--- src/rtl/serial_audio_rx.sv ---
module serial_audio_rx #(
  parameter int SAMPLE_W = 16
) (
  input  logic                bit_clk,
  input  logic                rst_n,
  input  logic                frame_clk,
  input  logic                ser_data,
  input  logic                fmt_i2s,
  output logic [SAMPLE_W-1:0] left_word,
  output logic [SAMPLE_W-1:0] right_word,
  output logic                word_valid
);
  localparam int CNT_W = $clog2(SAMPLE_W + 1);
  localparam logic [CNT_W-1:0] FULL = CNT_W'(SAMPLE_W);
  localparam logic [CNT_W-1:0] LAST = CNT_W'(SAMPLE_W - 1);

  logic                frame_q, fmt_act, slot_right, primed;
  logic [CNT_W-1:0]    cnt;
  logic [SAMPLE_W-1:0] shreg, left_hold, word_cap;
  logic                frame_edge, frame_start, take_bit, word_done;

  assign frame_edge  = frame_clk ^ frame_q;
  assign frame_start = frame_edge && (frame_clk == ~fmt_act);
  assign take_bit    = fmt_act ? (cnt != FULL) : 1'b1;
  assign word_done   = fmt_act ? (cnt == LAST) : frame_edge;
  assign word_cap    = fmt_act ? {shreg[SAMPLE_W-2:0], ser_data} : shreg;

  always_ff @(posedge bit_clk) begin
    if (!rst_n) begin
      frame_q    <= frame_clk;
      fmt_act    <= fmt_i2s;
      slot_right <= 1'b1;
      primed     <= 1'b0;
      cnt        <= FULL;
      shreg      <= '0;
      left_hold  <= '0;
      left_word  <= '0;
      right_word <= '0;
      word_valid <= 1'b0;
    end else begin
      frame_q    <= frame_clk;
      word_valid <= 1'b0;
      if (take_bit) shreg <= {shreg[SAMPLE_W-2:0], ser_data};
      if (word_done) begin
        if (!slot_right) begin
          left_hold <= word_cap;
          primed    <= 1'b1;
        end else if (primed) begin
          left_word  <= left_hold;
          right_word <= word_cap;
          word_valid <= 1'b1;
          primed     <= 1'b0;
        end
      end
      if (frame_edge) begin
        cnt <= '0;
        if (frame_start) begin
          fmt_act    <= fmt_i2s;
          slot_right <= 1'b0;
          primed     <= 1'b0;
        end else begin
          slot_right <= fmt_act ? frame_clk : ~frame_clk;
        end
      end else if (fmt_act && take_bit) begin
        cnt <= cnt + 1'b1;
      end
    end
  end

  // strobe lasts one bit clock
  a_r6_single_strobe: assert property (@(posedge bit_clk) disable iff (!rst_n)
    word_valid |=> !word_valid);

  // outputs move only with the strobe
  a_r7_hold_outputs: assert property (@(posedge bit_clk) disable iff (!rst_n)
    !word_valid |-> ($stable(left_word) && $stable(right_word)));

  // a publication follows a right-slot completion
  a_r7_right_slot: assert property (@(posedge bit_clk) disable iff (!rst_n)
    word_valid |-> $past(slot_right));

  // a full I2S word ignores further bits until the next edge
  a_r3_i2s_ignore: assert property (@(posedge bit_clk) disable iff (!rst_n)
    (fmt_act && cnt == FULL && !frame_edge) |=> $stable(shreg));

  // format only switches at a frame transition
  a_r8_fmt_at_edge: assert property (@(posedge bit_clk) disable iff (!rst_n)
    !frame_edge |=> $stable(fmt_act));
endmodule

--- config.mk ---
export PLATFORM = sky130hd
export DESIGN_NAME = serial_audio_rx
export DESIGN_NICKNAME = d
export VERILOG_FILES = /design/src/rtl/serial_audio_rx.sv
export SDC_FILE = /design/constraint.sdc
export NUM_CORES = 1
export LEC_CHECK = 0
export BUFFER_PORTS_ARGS = -buffer_cell sky130_fd_sc_hd__buf_2
export CAP_MARGIN = 20
export CORE_ASPECT_RATIO = 0.8
export CORE_MARGIN = 3
export CORE_UTILIZATION = 55
export CTS_BUF_LIST = sky130_fd_sc_hd__clkbuf_8
export DETAILED_ROUTE_END_ITERATION = 8
export PLACE_DENSITY = 0.78
export SLEW_MARGIN = 20
export SYNTH_ARGS = -nofsm -noshare
export SYNTH_HDL_FRONTEND = slang
export SYNTH_SLANG_ARGS = --single-unit
--- constraint.sdc ---
create_clock -name bit_clk -period 1.87 [get_ports bit_clk]
set_input_delay 0.561 -clock bit_clk [delete_from_list [all_inputs] [get_ports bit_clk]]
set_output_delay 0.561 -clock bit_clk [all_outputs]
set_load 0.02 [all_outputs]
After elaboration in Yosys (flattened, before gate mapping)
Cells that the tools add are included.
{"block": "totals", "wordCells": 45, "inputBits": 5, "ff_bits": 74, "out_inout_bits": 33}
{"block": "classes", "bitwise": 5, "add_sub_neg": 1, "n_eq_ne": 5, "reduce_logical": 8, "n_mux": 15}
{"operator": "16-bit two-way mux", "n": 1}
{"operator": "1-bit two-way mux", "n": 12}
{"operator": "5-bit two-way mux", "n": 2}
{"operator": "3-bit AND reduction", "n": 2}
{"operator": "5-bit by 1-bit adder with 5-bit output, second input constant", "n": 1}
{"operator": "5-bit by 4-bit equality test with 1-bit output, second input constant", "n": 1}
{"operator": "5-bit != test, second input constant", "n": 1}
{"operator": "2-bit by 1-bit != test with 1-bit output, second input constant", "n": 2}
{"operator": "1-bit NOT", "n": 4}
{"operator": "2-bit AND reduction", "n": 2}
{"operator": "1-bit logical AND", "n": 2}
{"operator": "2-bit nonzero test", "n": 1}
{"operator": "2-bit OR reduction", "n": 1}
{"operator": "1-bit equality test", "n": 1}
{"operator": "1-bit bitwise XOR", "n": 1}

Depth between registers and ports, before layout
Gate-level depths: netlist of run 1.
{"block": "depth", "word_depth": 6, "mapped_depth": 8, "depth_no_buf": 6}

Worst setup path after synthesis of run 1
Ideal clock, no wire load.
{"block": "synth_path", "kind": "register -> register", "startpoint": "reg cnt[0]", "endpoint": "reg left_hold[10]", "required_time_ps": 1798, "setup_ps": 72, "synth_period_minus_slack_ps": 1669, "arrival_ps": 1598, "path_slack_ps": 201, "path_stages_with_launch": 9, "n_path_buf": 2, "path_cell_list": "dfxtp_1 ha_1 and3_1 ha_1 nor2b_1 a211o_1 buf_6 buf_6 mux2i_1"}
{"block": "synth_via", "elab_chain_cells": 3}
{"item": "start, declared", "line": "18", "text": "logic [CNT_W-1:0] cnt;"}
{"item": "start signal, assigned", "line": "65", "text": "cnt <= cnt + 1'b1;"}
{"item": "5-bit by 4-bit equality test with 1-bit output", "line": "25", "text": "assign word_done = fmt_act ? (cnt == LAST) : frame_edge;"}
{"item": "1-bit two-way mux", "line": "25"}
{"item": "2-bit AND reduction (no source line)"}
{"item": "end signal, assigned", "line": "46", "text": "left_hold <= word_cap;"}
{"item": "end, declared", "line": "19", "text": "logic [SAMPLE_W-1:0] shreg, left_hold, word_cap;"}
Every way passes these cells.
A chain may end at the register's enable or synchronous reset.

Final worst setup path of run 1
{"block": "layout_path", "startpoint": "reg cnt[0]", "endpoint": "reg right_word[9]"}
{"block": "layout_via", "elab_chain_cells": 3}
{"item": "5-bit by 4-bit equality test with 1-bit output", "line": "25"}
{"item": "1-bit two-way mux", "line": "25"}
{"item": "3-bit AND reduction (no source line)"}
{"item": "end signal, assigned", "line": "50", "text": "right_word <= word_cap;"}
{"item": "end, declared", "line": "10", "text": "output logic [SAMPLE_W-1:0] right_word,"}
Every way passes these cells.

==> impl_metrics.yaml, run 1 <==
synth:
  synth_top_family_by_area: "multiplexers"
  ys_seq_elements: 74
  syn-num-nets: 327
  syn_inst: 319
  netlist_area_um2: 3060
  synth_adder_area_share: 0.0123
  postSynthAreaPerCell_um2: 9.59
  muxShareOfSynthArea: 0.216
  synth_compound_area_frac: 0.0810
  yosysWarnings: 0
  yosys.area_share.simple: 0.142
  ys_types: 32
  synth_seq_area_share: 0.488
  synth-xor-area-share: 0.00573
detailed_routing:
  wl_um: 5660
  drc: 0
  first_iter_violations: 148
  antenna_left: 0
  wl_per_cell_um: 13.5
  avgViaCountPerCell: 5.40
  num_vias: 2268
  dr.pass1.iters: 4
hold_path:
  hold_path_end: "frame_q"
  holdCritStartpoint: "frame_clk"
  holdPathStages: 1
  hp-class: "input pin to flop"
layout:
  area_growth_pct: 16.5
  nets: 362
  final_cell_mix: "dfxtp_1 (73), nand2_1 (67), mux2i_1 (48), buf_2 (37)"
  design_area_um2: 3560
  final_cells: 420
  final_common_cell: "dfxtp_1"
  antennaDiodeCount: 0
  fin_util: 0.688
  drive_above_1_share: 0.184
place:
  hpwl_um: 3790
  placed_area_um2: 3320
  place_inst: 405
  io_buffers: 37
  place_congestion: 0.743
floorplanning:
  dieArea_um2: 6500
  die_y_um: 72.7
  fp-row-count: 23
  dieWidth_um: 89.4
  initial_core_util: 0.590
  pin_count: 38
  design.core.area_um2: 5180
setup_path:
  r2r_setup_slack_ns: 0.12
  critPathKind: "flop to flop"
  reg2reg_depth: 7
  r2r_start: "cnt[0]"
  cp_max_fo: 19
  critical_path_required_ns: 2.14
  start_kind: "flop"
  endpoint_kind: "flop"
  cp.arrival_ns: 2.02
  r2r_end: "right_word[9]"
  crit_path_start: "cnt[0]"
sta:
  setup_viol: 0
  period_needed_ns: 1.75
  setup_tns_ns: 0
  skew_ns: 0.00910
  rsz0062_at_grt: "false"
  relSlewSlack: 0.686
  fin_crit_sh: 0.933
  worst_slew_pin_slew_ns: 0.469
  slew_viol_final: 0
  worst_hold_slack_ns: 0.371
  fmax_mhz: 573
  hold_violations: 0
grt:
  grt_max_degree: 40
  gr-total-overflow: 0
  grt_pass1_vias: 2128
  grt_pass1_wl_um: 9770
  antenna_found_initial: 0
  grt.total_usage: 0.196
clock_tree:
  cts_setup_buffers: 0
  clock_latency_ns: 0.35
  cts_buffer_depth: 2
  cts_resized: 0
  numCtsBuffers: 9
  tritoncts: "done"
  postCtsHoldBufs: 0
  clk_pin_slew_ns: 0.07
  clockRootBuffer: "clkbuf_8"
  cts_sinks: 74
  cts_htree_levels: 3
power:
  leakage_nw: 1.73
  max-vdd-ir-drop_v: 0.000654
  p_per_area_nw_per_um2: 926
job:
  maxCapViolCount: 0
run_status:
  status: "completed"
## area by class of cell
type                    instances  area (µm²)
fillers                       411        1620
flip-flops and latches         74        1490
multi-input cells             214        1410
repair buffers                 49         325
clock buffers                  10         138
clock inverters                 5         103
well taps                      62        77.6
inverters                       6        22.5
## synthesized netlist by cell type
master,number,area (µm²)
clkbuf_1,11,41.3
o21ai_0,9,45.0
nor2b_1,3,18.8
a31oi_1,1,6.26
ha_1,3,37.5
o211ai_1,2,15.0
and3_1,2,12.5
nor4bb_1,1,10.0
nand3b_1,1,7.51
nand2_1,67,251
xnor2_1,1,8.76
buf_1,2,7.51
nand4bb_1,1,11.3
a211o_1,2,17.5
inv_1,5,18.8
nand3_1,19,95.1
mux2_1,15,169
edfxtp_1,1,30.0
xor2_1,1,8.76
nor2_1,2,7.51
buf_2,6,30.0
a21oi_1,19,95.1
mux2i_1,48,480
clkinv_1,1,3.75
o21ai_1,12,60.1
dfxtp_1,73,1460
buf_6,6,67.6
o311ai_1,1,8.76
or4_1,1,7.51
mux2_2,1,11.3
nand2b_1,1,6.26
nand4_1,1,6.26
## worst max-delay path, cell delays in order, from the launching register on
cell	delay, ns
dfxtp_1	0.34
ha_1	0.21
and3_1	0.18
ha_1	0.17
nor2b_1	0.19
a211o_2	0.19
buf_12	0.19
mux2i_1	0.21
## flip-flops by register name, summed over array words and instances, names as in the netlist
| name | cells |
|---|---|
| fmt_act | 1 |
| slot_right | 1 |
| shreg | 16 |
| right_word | 16 |
| left_word | 16 |
| cnt | 5 |
| left_hold | 16 |
| primed | 1 |
| word_valid | 1 |
| frame_q | 1 |
## worst max path at each step
stage                          to  slack (ns)  cells after the start
finish              right_word[9]        0.12                      7
global route        right_word[9]        0.02                      7
CTS                 left_word[10]        0.12                      7
detailed placement  right_word[9]        0.12                      5
global placement     left_word[7]        0.17                      5
floorplan           left_hold[10]        0.20                      8
## through the flow
stage / worst slack, ns / power [W]
2_1_floorplan: 0.201 / 0.00180
3_3_place_gp: 0.171 / 0.00185
3_5_place_dp: 0.124 / 0.00186
4_1_cts: 0.125 / 0.00334
5_1_grt: 0.0201 / 0.00343
6_report: 0.125 / 0.00330
## cell families after synthesis
logic type                 Yosys count
muxes                               64
AOI/OAI and AO/OA                   46
DFF                                 74
and+or+nand+nor                     99
buffers and inverters               31
xor gates and xnor gates             2
adders and majority gates            3
## layer usage
metal	global-route usage	share of wire	vias to the layer above
met3	0.0801	0.053	15
li1	-	-	1164
met1	0.253	0.46	1043
met4	0.0793	0.020	0
met5	0	0	-
met2	0.293	0.47	46
## power by group
part / internal (W) / switching, W
Sequential: 0.00159 / 0.0000140
Clock: 0.000915 / 0.000565
Combinational: 0.0000783 / 0.000133
No activity file was read; power rests on OpenSTA's default activity.
==> run 2: changes to the inputs <==
--- a/config.mk
+++ b/config.mk
@@ -8,9 +8,8 @@
 export BUFFER_PORTS_ARGS = -buffer_cell sky130_fd_sc_hd__buf_2
 export CAP_MARGIN = 20
 export CORE_ASPECT_RATIO = 0.8
-export CORE_MARGIN = 3
 export CORE_UTILIZATION = 55
-export CTS_BUF_LIST = sky130_fd_sc_hd__clkbuf_8
+export CTS_BUF_LIST = sky130_fd_sc_hd__clkbuf_4 sky130_fd_sc_hd__clkbuf_8
 export DETAILED_ROUTE_END_ITERATION = 8
 export PLACE_DENSITY = 0.78
 export SLEW_MARGIN = 20
==> run 2 against run 1 <==
Net effect:
- sequential share of layout area rose by 0.42 points
- final cell count rose by 0.48%
- non-clock buffer count rose by 3
- worst setup slack got worse by 0.027 ns
- die area fell by 9.7%
- maximum frequency fell by 1.6%
- worst hold slack improved by 0.00088 ns
- critical path type unchanged
- largest cell class unchanged
- highest routed layer unchanged
==> impl_metrics.yaml, run 2 (synthesis gave the netlist of run 1 again) <==
hold_path:
  holdPathStages: 1
  hold_path_end: "frame_q"
  holdCritStartpoint: "frame_clk"
  hp-class: "input pin to flop"
clock_tree:
  clock_latency_ns: 0.35
  postCtsHoldBufs: 0
  cts_sinks: 74
  clk_pin_slew_ns: 0.07
  cts_htree_levels: 3
  clockRootBuffer: "clkbuf_8"
  numCtsBuffers: 9
  cts_buffer_depth: 2
  tritoncts: "done"
layout:
  drive_above_1_share: 0.194
  ff_latch_area_um2: 1490
  nFillCells: 410
  final_common_cell: "dfxtp_1"
  nets: 365
  antennaDiodeCount: 0
  design_area_um2: 3530
  multi_input_area_um2: 1410
  final_cell_mix: "dfxtp_1 (73), nand2_1 (67), mux2i_1 (48), buf_2 (37)"
  area_growth_pct: 15.3
setup_path:
  r2r_end: "left_word[9]"
  reg2reg_depth: 7
  critPathKind: "flop to flop"
  cp.arrival_ns: 2.04
  critical_path_required_ns: 2.13
  crit_top_cell: "ha_1"
  r2r_start: "cnt[0]"
  cpPeakStageDelay_ns: 0.33
  cp_max_fo: 17
  endpoint_kind: "flop"
  crit_chain: "ha_1 > and3_1 > ha_1 > nor2b_2 > a211o_2 > buf_12 > mux2i_1"
  start_kind: "flop"
  crit_path_start: "cnt[0]"
  crit_family: "adder cells"
  r2r_setup_slack_ns: 0.1
  path_buf_inv: 1
  slowest_stage: "dfxtp_1"
  crit_cells: 7
power:
  leakage_nw: 1.72
  p_per_area_nw_per_um2: 851
  max-vdd-ir-drop_v: 0.000820
sta:
  relSlewSlack: 0.682
  setup_tns_ns: 0
  worst_hold_slack_ns: 0.372
  fin_crit_sh: 0.948
  setup_viol: 0
  worst_slew_pin_slew_ns: 0.474
  slew_viol_final: 0
  rsz0062_at_grt: "false"
  hold_violations: 0
  fin_ws_ns: 0.0972
  skew_ns: 0.00877
  period_needed_ns: 1.77
  fmax_mhz: 564
grt:
  antenna_found_initial: 0
  grt_pass1_wl_um: 9700
  grt_pass1_vias: 2103
  gr-total-overflow: 0
  grt_max_degree: 35
  grt.total_usage: 0.216
detailed_routing:
  dr.pass1.iters: 5
  wl_um: 5880
  num_vias: 2287
  antenna_left: 0
  wl_per_cell_um: 13.9
  first_iter_violations: 209
  avgViaCountPerCell: 5.42
  drc: 0
floorplanning:
  initial_core_util: 0.590
  fp-row-count: 23
  pin_count: 38
  design.core.area_um2: 5180
  die_y_um: 68.7
  dieArea_um2: 5860
  dieWidth_um: 85.4
place:
  place_congestion: 0.772
  pre_cts_slack_ns: 0.0618
  placed_area_um2: 3340
  hpwl_um: 3890
  io_buffers: 37
job:
  maxCapViolCount: 0
run_status:
  status: "completed"
-- run 2: cell count changes in the layout (fill, tap and decap cells not counted), sizes merged --
cell | previous run | this run
buf | 49 | 52
bufinv | 3 | 1
clkbuf | 10 | 11
clkinv | 1 | 2
inv | 7 | 6
-- run 2: worst max path at each step --
stage / endpoint / slack (ns)
after floorplan: left_hold[10] / 0.20
after global placement: left_word[7] / 0.15
after detailed placement: left_word[9] / 0.06
after CTS: left_word[9] / 0.02
after global routing: right_word[7] / 0.002
final: left_word[9] / 0.1
-- run 2: final cells by class --
cell class | instances | share of cell area
flip-flops and latches | 74 | 0.423
clock buffers | 11 | 0.0394
repair buffers | 52 | 0.0986
clock inverters | 3 | 0.0117
multi-input cells | 214 | 0.399
well taps | 62 | 0.0220
inverters | 6 | 0.00639
-- run 2: repair_timing --
action	4_1_cts	5_1_grt
gates resized for setup	0	1
endpoints found under the setup margin	0	31
buffers inserted	0	1
-- run 2: per-stage QoR --
| step | utilization | power, W | std cells |
|---|---|---|---|
| 6_report | 0.681 | 0.00300 | 422 |
| 5_1_grt | 0.681 | 0.00312 | 422 |
| 2_1_floorplan | - | 0.00180 | 319 |
| 3_5_place_dp | 0.644 | 0.00186 | 407 |
| 3_3_place_gp | 0.644 | 0.00186 | 407 |
| 4_1_cts | 0.679 | 0.00302 | 421 |
-- run 2: metal layers --
layer  up-vias  global-route usage  wire (µm)
li1       1168                   -          -
met5         -                   0          0
met4         0              0.0625         40
met3         7              0.0786        251
met2        43               0.361       2770
met1      1069               0.267       2810
-- run 2: where the power goes --
group	internal (W)	switching (W)	leakage (nW)
Clock	0.000630	0.000543	0.0964
Sequential	0.00159	0.0000143	0.599
Combinational	0.0000819	0.000138	1.02
Total	0.00231	0.000696	1.72
==> run 3: changes to the inputs <==
--- a/config.mk
+++ b/config.mk
@@ -11,6 +11,7 @@
 export CORE_UTILIZATION = 55
 export CTS_BUF_LIST = sky130_fd_sc_hd__clkbuf_4 sky130_fd_sc_hd__clkbuf_8
 export DETAILED_ROUTE_END_ITERATION = 8
+export MAX_ROUTING_LAYER = met4
 export PLACE_DENSITY = 0.78
 export SLEW_MARGIN = 20
 export SYNTH_ARGS = -nofsm -noshare
==> run 3 against run 2 <==
Net effect:
- sequential share of layout area did not move
- die area did not move
- maximum frequency barely moved
- non-clock buffer count did not move
- largest power group unchanged
- first-iteration DRC count fell by 4.3%
==> impl_metrics.yaml, run 3 (synthesis gave the netlist of run 1 again) <==
job:
  maxCapViolCount: 0
setup_path:
  critPathKind: "flop to flop"
  crit_top_cell: "ha_1"
  cp_max_fo: 17
  endpoint_kind: "flop"
  crit_chain: "ha_1 > and3_1 > ha_1 > nor2b_2 > a211o_2 > buf_12 > mux2i_1"
  path_buf_inv: 1
  critical_path_required_ns: 2.14
  crit_family: "adder cells"
  start_kind: "flop"
  slowest_stage: "dfxtp_1"
  cpPeakStageDelay_ns: 0.33
  cp.arrival_ns: 2.04
floorplanning:
  die_y_um: 68.7
  design.core.area_um2: 5180
  dieArea_um2: 5860
  initial_core_util: 0.590
  pin_count: 38
  fp-row-count: 23
  dieWidth_um: 85.4
layout:
  antennaDiodeCount: 0
  final_cells: 422
  nFillCells: 410
  final_common_cell: "dfxtp_1"
  fin_util: 0.681
  multi_input_area_um2: 1410
  final_cell_mix: "dfxtp_1 (73), nand2_1 (67), mux2i_1 (48), buf_2 (37)"
  ff_latch_area_um2: 1490
  drive_above_1_share: 0.194
  area_growth_pct: 15.3
  nets: 365
detailed_routing:
  wl_per_cell_um: 13.9
  antenna_left: 0
  dr.pass1.iters: 4
  num_vias: 2283
  avgViaCountPerCell: 5.41
  first_iter_violations: 200
  wl_um: 5880
  drc: 0
hold_path:
  hp-class: "input pin to flop"
sta:
  worst_slew_pin_slew_ns: 0.473
  hold_violations: 0
  period_needed_ns: 1.77
  rsz0062_at_grt: "false"
  setup_viol: 0
  skew_ns: 0.00906
  slew_viol_final: 0
  fin_crit_sh: 0.949
  setup_tns_ns: 0
  fmax_mhz: 564
  relSlewSlack: 0.683
clock_tree:
  clk_pin_slew_ns: 0.07
  cts_buffer_depth: 2
  tritoncts: "done"
  postCtsHoldBufs: 0
  cts_htree_levels: 3
  clock_latency_ns: 0.35
  clockRootBuffer: "clkbuf_8"
  numCtsBuffers: 9
  cts_sinks: 74
grt:
  grt_pass1_wl_um: 9720
  antenna_found_initial: 0
  grt_pass1_vias: 2108
  grt.total_usage: 0.222
  grt_max_degree: 35
  gr-total-overflow: 0
place:
  io_buffers: 37
  place_inst: 407
  hpwl_um: 3890
  place_congestion: 0.783
power:
  power.total_w: 0.00300
  p_per_area_nw_per_um2: 851
  leakage_nw: 1.72
  max-vdd-ir-drop_v: 0.000820
run_status:
  status: "completed"
## run 3: cell counts in the layout (fill, tap and decap cells not counted)
Identical to the previous run, type by type.
## run 3: area by class of cell
| class | count | area share |
|---|---|---|
| inverters | 6 | 0.00639 |
| flip-flops and latches | 74 | 0.423 |
| multi-input cells | 214 | 0.399 |
| clock buffers | 11 | 0.0394 |
| clock inverters | 3 | 0.0117 |
| well taps | 62 | 0.0220 |
| repair buffers | 52 | 0.0986 |
## run 3: routing by layer
| metal | vias up | track usage | share of wire |
|---|---|---|---|
| met1 | 1064 | 0.268 | 0.48 |
| met2 | 43 | 0.361 | 0.47 |
| li1 | 1169 | - | - |
| met4 | 0 | 0.0625 | 0.0065 |
| met3 | 7 | 0.0750 | 0.044 |
| met5 | - | - | 0 |
## run 3: worst paths after layout
kind                  from       endpoint  slack [ns]  cells after the start
min              frame_clk        frame_q        0.37                      1
min reg2reg  right_word[2]  right_word[2]        0.46                      2
max reg2reg         cnt[0]   left_word[9]         0.1                      7
max                 cnt[0]   left_word[9]         0.1                      7
## run 3: worst register-to-register path, stage by stage, from the launching register on
cell and delay (ns):
dfxtp_1 0.33, ha_1 0.21, and3_1 0.18, ha_1 0.18
nor2b_2 0.16, a211o_2 0.22, buf_12 0.20, mux2i_1 0.22
## run 3: repair_timing
item / CTS / global route
buffers inserted: 0 / 1
gates resized for setup: 0 / 1
endpoints found under the setup margin: 0 / 31
## run 3: report_power, final
group	total [W]	internal (W)	leakage (nW)	switching, W
clock	0.00117	0.000630	0.0964	0.000544
combinational	0.000220	0.0000819	1.02	0.000138
sequential	0.00161	0.00159	0.599	0.0000143
total	0.00300	0.00231	1.72	0.000696
## run 3: stage by stage
| stage | hold slack [ns] | worst slack (ns) | area, µm² |
|---|---|---|---|
| finish | 0.372 | 0.0958 | 3530 |
| global route | 0.373 | 0.00228 | 3530 |
| CTS | 0.364 | 0.0239 | 3520 |
| detailed placement | 0.452 | 0.0618 | 3340 |
| global placement | 0.442 | 0.153 | 3340 |
| floorplan | 0.441 | 0.201 | 3060 |
